`src/rtl/fsk_wave_pkg.sv`:
```
package fsk_wave_pkg;
  // Which subcarrier group is being emitted
  typedef enum logic {
    GRP_FC10 = 1'b0,
    GRP_FC8  = 1'b1
  } grp_e;
endpackage

```
`src/rtl/fsk_subcarrier.sv`:
```
// Produces the samples of one subcarrier group and flags its first and last sample.
module fsk_subcarrier
  import fsk_wave_pkg::*;
#(
  parameter int A_DIV = 8,
  parameter int A_HI  = 2,
  parameter int A_REP = 6,
  parameter int B_DIV = 10,
  parameter int B_HI  = 3,
  parameter int B_REP = 5
) (
  input  logic clk,
  input  logic rst_n,
  input  logic clr,
  input  logic adv,
  input  grp_e sel,
  output logic smp,
  output logic grp_head,
  output logic grp_end
);
  localparam int MAXD = (A_DIV > B_DIV) ? A_DIV : B_DIV;
  localparam int MAXR = (A_REP > B_REP) ? A_REP : B_REP;
  localparam int PW   = (MAXD > 2) ? $clog2(MAXD) : 1;
  localparam int RW   = (MAXR > 2) ? $clog2(MAXR) : 1;

  logic [PW-1:0] ph_q, ph_d, ph_lim, ph_hi;
  logic [RW-1:0] rep_q, rep_d, rep_lim;

  always_comb begin
    if (sel == GRP_FC8) begin
      ph_lim  = PW'(A_DIV - 1);
      ph_hi   = PW'(A_HI);
      rep_lim = RW'(A_REP - 1);
    end else begin
      ph_lim  = PW'(B_DIV - 1);
      ph_hi   = PW'(B_HI);
      rep_lim = RW'(B_REP - 1);
    end
  end

  assign smp      = (ph_q < ph_hi);
  assign grp_head = (ph_q == '0) && (rep_q == '0);
  assign grp_end  = (ph_q == ph_lim) && (rep_q == rep_lim);

  always_comb begin
    ph_d  = ph_q;
    rep_d = rep_q;
    if (clr) begin
      ph_d  = '0;
      rep_d = '0;
    end else if (ph_q == ph_lim) begin
      ph_d  = '0;
      rep_d = grp_end ? '0 : rep_q + RW'(1);
    end else begin
      ph_d = ph_q + PW'(1);
    end
  end

  always_ff @(posedge clk or negedge rst_n) begin
    if (!rst_n) begin
      ph_q  <= '0;
      rep_q <= '0;
    end else if (clr || adv) begin
      ph_q  <= ph_d;
      rep_q <= rep_d;
    end
  end
endmodule

```
`src/rtl/fsk_framer.sv`:
```
// Walks the group order of a frame: marker, then separator plus bit pairs per nibble.
module fsk_framer
  import fsk_wave_pkg::*;
#(
  parameter int ID_BITS = 44,
  parameter int NIB     = 4,
  parameter int MARK_N  = 8,
  parameter logic [MARK_N-1:0] MARK_SEQ = 8'b0100_0111
) (
  input  logic               clk,
  input  logic               rst_n,
  input  logic               load,
  input  logic               step,
  input  logic [ID_BITS-1:0] id_src,
  output grp_e               grp,
  output logic               head,
  output logic               last_grp
);
  localparam int NIBS  = ID_BITS / NIB;
  localparam int SLOTS = 2 * NIB + 1;
  localparam int MW    = (MARK_N > 2) ? $clog2(MARK_N) : 1;
  localparam int SW    = $clog2(SLOTS);
  localparam int NW    = (NIBS > 2) ? $clog2(NIBS) : 1;

  logic               in_mark_q, in_mark_d;
  logic [MW-1:0]      mk_q, mk_d;
  logic [SW-1:0]      pos_q, pos_d;
  logic [NW-1:0]      nib_q, nib_d;
  logic [ID_BITS-1:0] sh_q, sh_d;

  always_comb begin
    if (in_mark_q)           grp = grp_e'(MARK_SEQ[mk_q]);
    else if (pos_q == '0)    grp = GRP_FC8;
    else                     grp = grp_e'(sh_q[ID_BITS-1] ^ ~pos_q[0]);
  end

  assign head     = in_mark_q && (mk_q == '0);
  assign last_grp = !in_mark_q && (nib_q == NW'(NIBS - 1)) && (pos_q == SW'(SLOTS - 1));

  always_comb begin
    in_mark_d = in_mark_q;
    mk_d      = mk_q;
    pos_d     = pos_q;
    nib_d     = nib_q;
    sh_d      = sh_q;
    if (load) begin
      in_mark_d = 1'b1;
      mk_d      = '0;
      pos_d     = '0;
      nib_d     = '0;
      sh_d      = id_src;
    end else if (in_mark_q) begin
      if (mk_q == MW'(MARK_N - 1)) begin
        in_mark_d = 1'b0;
        pos_d     = '0;
        nib_d     = '0;
      end else begin
        mk_d = mk_q + MW'(1);
      end
    end else begin
      if (pos_q != '0 && !pos_q[0]) sh_d = {sh_q[ID_BITS-2:0], 1'b0};
      if (pos_q == SW'(SLOTS - 1)) begin
        pos_d = '0;
        if (nib_q == NW'(NIBS - 1)) begin
          in_mark_d = 1'b1;
          mk_d      = '0;
          nib_d     = '0;
          sh_d      = id_src;
        end else begin
          nib_d = nib_q + NW'(1);
        end
      end else begin
        pos_d = pos_q + SW'(1);
      end
    end
  end

  always_ff @(posedge clk or negedge rst_n) begin
    if (!rst_n) begin
      in_mark_q <= 1'b1;
      mk_q      <= '0;
      pos_q     <= '0;
      nib_q     <= '0;
      sh_q      <= '0;
    end else if (load || step) begin
      in_mark_q <= in_mark_d;
      mk_q      <= mk_d;
      pos_q     <= pos_d;
      nib_q     <= nib_d;
      sh_q      <= sh_d;
    end
  end
endmodule

```
`src/rtl/fsk_tag_wavegen.sv`:
```
module fsk_tag_wavegen
  import fsk_wave_pkg::*;
#(
  parameter int IN_W    = 64,
  parameter int ID_BITS = 44,
  parameter int NIB     = 4
) (
  input  logic            clk,
  input  logic            rst_n,
  input  logic            smp_en,
  input  logic            start,
  input  logic            stop,
  input  logic [IN_W-1:0] id_in,
  output logic            mod_out,
  output logic            frame_start
);
  logic [1:0]         rs_q;
  logic               core_rst_n;
  logic               id_ok, accept, adv, step, frame_end;
  logic               active_q, active_d, stop_q, stop_d;
  logic [ID_BITS-1:0] id_q, id_d, id_src;
  grp_e               grp;
  logic               smp, grp_head, grp_end, head, last_grp;

  // reset: asserted at once, released after two clocks
  always_ff @(posedge clk or negedge rst_n) begin
    if (!rst_n) rs_q <= '0;
    else        rs_q <= {rs_q[0], 1'b1};
  end
  assign core_rst_n = rs_q[1];

  generate
    if (IN_W > ID_BITS) begin : g_wide
      assign id_ok = ~|id_in[IN_W-1:ID_BITS];
    end else begin : g_exact
      assign id_ok = 1'b1;
    end
  endgenerate

  assign accept    = !active_q && start && id_ok;
  assign adv       = active_q && smp_en;
  assign step      = adv && grp_end;
  assign frame_end = step && last_grp;
  assign id_src    = accept ? id_in[ID_BITS-1:0] : id_q;

  always_comb begin
    active_d = active_q;
    stop_d   = stop_q;
    id_d     = id_q;
    if (accept) begin
      active_d = 1'b1;
      stop_d   = 1'b0;
      id_d     = id_in[ID_BITS-1:0];
    end else if (active_q) begin
      if (frame_end) begin
        active_d = !(stop_q || stop);
        stop_d   = 1'b0;
      end else begin
        stop_d = stop_q || stop;
      end
    end
  end

  always_ff @(posedge clk or negedge core_rst_n) begin
    if (!core_rst_n) begin
      active_q <= 1'b0;
      stop_q   <= 1'b0;
      id_q     <= '0;
    end else begin
      active_q <= active_d;
      stop_q   <= stop_d;
      if (accept) id_q <= id_d;
    end
  end

  fsk_subcarrier u_sub (
    .clk      (clk),
    .rst_n    (core_rst_n),
    .clr      (accept),
    .adv      (adv),
    .sel      (grp),
    .smp      (smp),
    .grp_head (grp_head),
    .grp_end  (grp_end)
  );

  fsk_framer #(.ID_BITS(ID_BITS), .NIB(NIB)) u_frm (
    .clk      (clk),
    .rst_n    (core_rst_n),
    .load     (accept),
    .step     (step),
    .id_src   (id_src),
    .grp      (grp),
    .head     (head),
    .last_grp (last_grp)
  );

  assign mod_out     = active_q && smp;
  assign frame_start = active_q && head && grp_head;
endmodule

```
`config.mk`:
```
export PLATFORM = sky130hd
export DESIGN_NAME = fsk_tag_wavegen
export DESIGN_NICKNAME = d
export VERILOG_FILES = /design/src/rtl/fsk_wave_pkg.sv /design/src/rtl/fsk_subcarrier.sv /design/src/rtl/fsk_framer.sv /design/src/rtl/fsk_tag_wavegen.sv
export SDC_FILE = /design/constraint.sdc
export NUM_CORES = 1
export LEC_CHECK = 0
export BUFFER_PORTS_ARGS = -buffer_cell sky130_fd_sc_hd__buf_4
export CAP_MARGIN = 20
export CORE_MARGIN = 1.5
export CORE_UTILIZATION = 57
export DETAILED_ROUTE_END_ITERATION = 8
export PLACE_DENSITY = 0.82
export SYNTH_ARGS = -nofsm -noshare
export SYNTH_HDL_FRONTEND = slang
export SYNTH_HIERARCHICAL = 1
export SYNTH_SLANG_ARGS = --single-unit
```
`constraint.sdc`:
```
create_clock -name clk -period 4.6 [get_ports clk]
set_input_delay 0.92 -clock clk [delete_from_list [all_inputs] [get_ports clk]]
set_output_delay 0.92 -clock clk [all_outputs]
set_load 0.005 [all_outputs]
```
==> summary.md <==
| Metric | Value |
|---|---|
| Arrival time at the worst endpoint | `4160 ps` |
| Slew HR | `44.7%` |
| Slowest Stage Delay on Critical Path | `510 ps` |
| Yosys top cell by area | `dfrtp_1` |
| NetSw | `0.385 mW` |
| DRT antenna net count | `0` |
| Critical R2R Launch | `u_frm/pos_q[0]` |
| Worst path bufs/invs | `2` |
| Minimum clock period | `3910 ps` |
| Finished layout cell area | `6110 um2` |
| R2R Setup Slk | `690 ps` |
| Hpwl dp | `7.23 mm` |
| Diode count | `0` |
| Worst Reg-to-Reg Cells | `13` |
| # Post-CTS Setup Buffers | `0` |
| Post-synth EDFFs | `0` |
| Clock latency on the worst-skew pair | `380 ps` |
| Dpl cell area | `5870 um2` |
| WP data required | `4860 ps` |
| Sequential power share | `60.9%` |
| Post-Route WL | `10.4 mm` |
| Via count | `3,737` |
| Cells after DPL | `606` |
| Fmax | `0.256 GHz` |
| Clock root cell | `clkbuf_8` |
| Area Growth Syn to Fin | `14.4%` |
| P per Cell Area | `265 nW/um2` |
| Cell Int Power | `1.23 mW` |
| # DRC | `0` |
| Final-stage net count | `588` |
| Peak VDD IR | `0.000278 V` |
| GPL Wtd Cong | `0.842` |
| Async set-reset flop share out of synthesis | `100%` |
| PortBufs | `70` |
| Final Max Tran Viols | `0` |
| Num Clock Sinks | `111` |
| Share of the synthesized area in the top cell type | `51.6%` |
| Initial antenna violation count | `0` |
| RSZ-0062 raised after global routing | `no` |
| Post-CTS Hold Fix Bufs | `0` |
| Critical path class | `register to register` |
| Initial Utilization | `58.3%` |
| CP max FO | `39` |
| Fin Hold WS | `294 ps` |
| Avg Cell Area, Syn | `12.2 um2` |
| Core Util, Final | `66.7%` |
| Core area | `9150 um2` |
| Ys flop type | `dfrtp_1` |
| CP max stage cell | `a21oi_1` |
| Post-place setup slack | `541 ps` |
| Synth area leaders | `dfrtp_1 52%, a221o_1 6.2%, mux2_1 5.7%` |
| Crit path launch type | `register` |
| Layout cells sized above 1 | `26.5%` |
| CTS clk-pin slew, worst paths | `120 ps` |
| H-Tree Depth | `3` |
| Setup ws final | `692 ps` |
| First-pass GRT wire length | `18.0 mm` |
| Clock Tree Buf Depth | `2` |
| Reg-to-Reg End | `u_frm/sh_q[30]` |
| Static Leak | `3.02 nW` |
| Post-synth cell types | `57` |
| Period utilisation layout | `85.0%` |
| Synth warn | `6` |
| Count of cell instances traversed by the critical path | `13` |
| Final setup viols | `0` |
| Vias per std cell | `5.99` |
| Row cnt | `35` |
| # resized after CTS | `0` |
| Sequential element share of the synthesized area | `52.1%` |
| Global route total overflow | `0` |
| Sw frac | `23.8%` |
| Worst Hold Class | `input port to async pin` |
| Clk pwr share | `35.4%` |
| CP delay by family, top | `simple AND/OR/NAND/NOR gates` |
| Slew @ Worst Pin | `829 ps` |
| Setup TNS | `0 ps` |
| Pre-Repair DR Iteration Count | `4` |
| Die height | `99.8 um` |
| TritonCTS buffer count | `9` |
| Post-Layout Cell Count | `624` |
| Outcome | `finished, final reports clean` |
| Largest net degree at the start of global routing | `86` |
| WL/cell | `16.7 um` |
| DRT iter0 DRCs | `200` |
| Number of global-route vias before repair | `3,811` |
| CP Cell Sequence | `inv_1 > ha_1 > nor3b_4 > nor3_1 > a21oi_1 > and4b_4 > o21ai_2 > nor2_1 > and3_1 > nor2b_2 > a21oi_4 > buf_12 > a221o_1` |
| CTS tree | `yes` |
| Top Ports | `71` |
| CP endpoint kind | `register` |
| Number of synthesized register bits | `111` |
| Post-Synthesis Cells | `439` |
| Hold Fails Final Rpt | `0` |
| Skew final | `17.2 ps` |
| Syn nets | `519` |
| Cell area after synthesis | `5340 um2` |
| Gr usage total | `22.6%` |
| Comb pwr share | `3.8%` |
| MaxCap Viol Count | `0` |
| Width of the die | `99.8 um` |
| Pwr Total | `1.62 mW` |
| Total Die Area | `9950 um2` |
cell families after synthesis:
logic type	count (synthesis)	synth area share, %
buffers and inverters	46	5.49
XOR/XNOR	4	0.656
AND/OR/NAND/NOR	133	15.7
adder cells (fa/ha/maj)	11	2.58
AO/OA/AOI/OAI	87	13.8
multiplexers	46	9.71
flip-flops	111	52.1
other	1	0.0703
power by group through the flow:
stage	sequential [mW]	combinational, mW	clock (mW)
CTS	0.991	0.0530	0.592
global route	0.986	0.0665	0.629
finish	0.984	0.0607	0.571
detailed placement	1.01	0.0529	0
global placement	1.01	0.0515	0
floorplan	1.01	0.00188	0
cell usage after synthesis (2+ instances only):
library cell and count:
a31oi_1 2, or3_1 2, o31ai_1 3, a22o_1 3, o21ai_0 14, nand3b_1 4
a221o_1 33, nand3b_4 2, nor4_1 5, nand3_1 6, mux2_2 19, xnor2_1 4
a21oi_1 12, and2_1 2, nor4_4 2, a221oi_1 10, nand2_1 14, mux2_1 27
and3_1 4, buf_6 15, nor2_1 23, clkbuf_1 3, nor2_2 2, dfrtp_1 110
nor3_1 13, nor2b_1 35, ha_1 11, buf_2 2, inv_1 24, nand2b_1 6
worst register-to-register path, cell delays in order, from the launching register on:
cell	delay [ps]
dfrtp_1	500
inv_1	140
ha_1	240
nor3b_4	340
nor3_1	90
a21oi_1	510
and4b_4	370
o21ai_2	100
nor2_1	110
and3_1	320
nor2b_2	340
a21oi_4	140
buf_12	200
a221o_1	370
sequential cells by signal, indices dropped and copies added, names as in the netlist:
signal	count
id_q	44
u_frm/sh_q	44
u_frm/nib_q	4
u_frm/pos_q	4
u_sub/ph_q	4
u_frm/mk_q	3
u_sub/rep_q	3
rs_q	2
active_q	1
stop_q	1
u_frm/in_mark_q	1
cell type report:
type / count / area (um2)
Multi-Input combinational cell: 282 / 2260
Inverter: 24 / 90.1
Clock buffer: 10 / 128
Sequential cell: 111 / 2780
Clock inverter: 6 / 65.1
Fill cell: 715 / 3050
Tap cell: 111 / 139
Timing Repair Buffer: 80 / 638
worst max-delay path by stage:
stage	start	to	slack, ps
2_1_floorplan	u_frm/pos_q[0]	u_frm/sh_q[10]	1240
3_3_place_gp	u_frm/pos_q[0]	u_frm/sh_q[40]	810
5_1_grt	u_frm/pos_q[0]	u_frm/nib_q[3]	410
4_1_cts	u_frm/pos_q[0]	u_frm/sh_q[40]	520
6_report	u_frm/pos_q[0]	u_frm/sh_q[30]	690
3_5_place_dp	u_frm/pos_q[0]	u_frm/sh_q[41]	540
cells in the final DEF, fill, tap and decap left out, types with 3 or more instances in the layout:
| cell type | count |
|---|---|
| nor3_1 | 13 |
| nor2b_1 | 35 |
| and3_1 | 4 |
| o21ai_0 | 13 |
| nor2_1 | 23 |
| nor4_1 | 5 |
| o31ai_1 | 3 |
| buf_4 | 77 |
| a21oi_1 | 12 |
| a221oi_1 | 10 |
| dfrtp_1 | 109 |
| buf_12 | 3 |
| ha_1 | 11 |
| nand2_1 | 14 |
| inv_1 | 24 |
| xnor2_1 | 4 |
| nand2b_1 | 6 |
| mux2_1 | 27 |
| nand3_1 | 6 |
| a22o_1 | 3 |
| clkbuf_8 | 9 |
| a221o_1 | 33 |
| nand3b_1 | 4 |
| mux2_2 | 19 |
routing by layer:
| metal | track usage [%] | wire length [um] |
|---|---|---|
| met1 | 30.6 | 4480 |
| met2 | 37.6 | 5420 |
| met3 | 4.85 | 436 |
| met4 | 5.63 | 107 |
| met5 | 0 | 0 |
No activity file was read; power rests on OpenSTA's default activity.
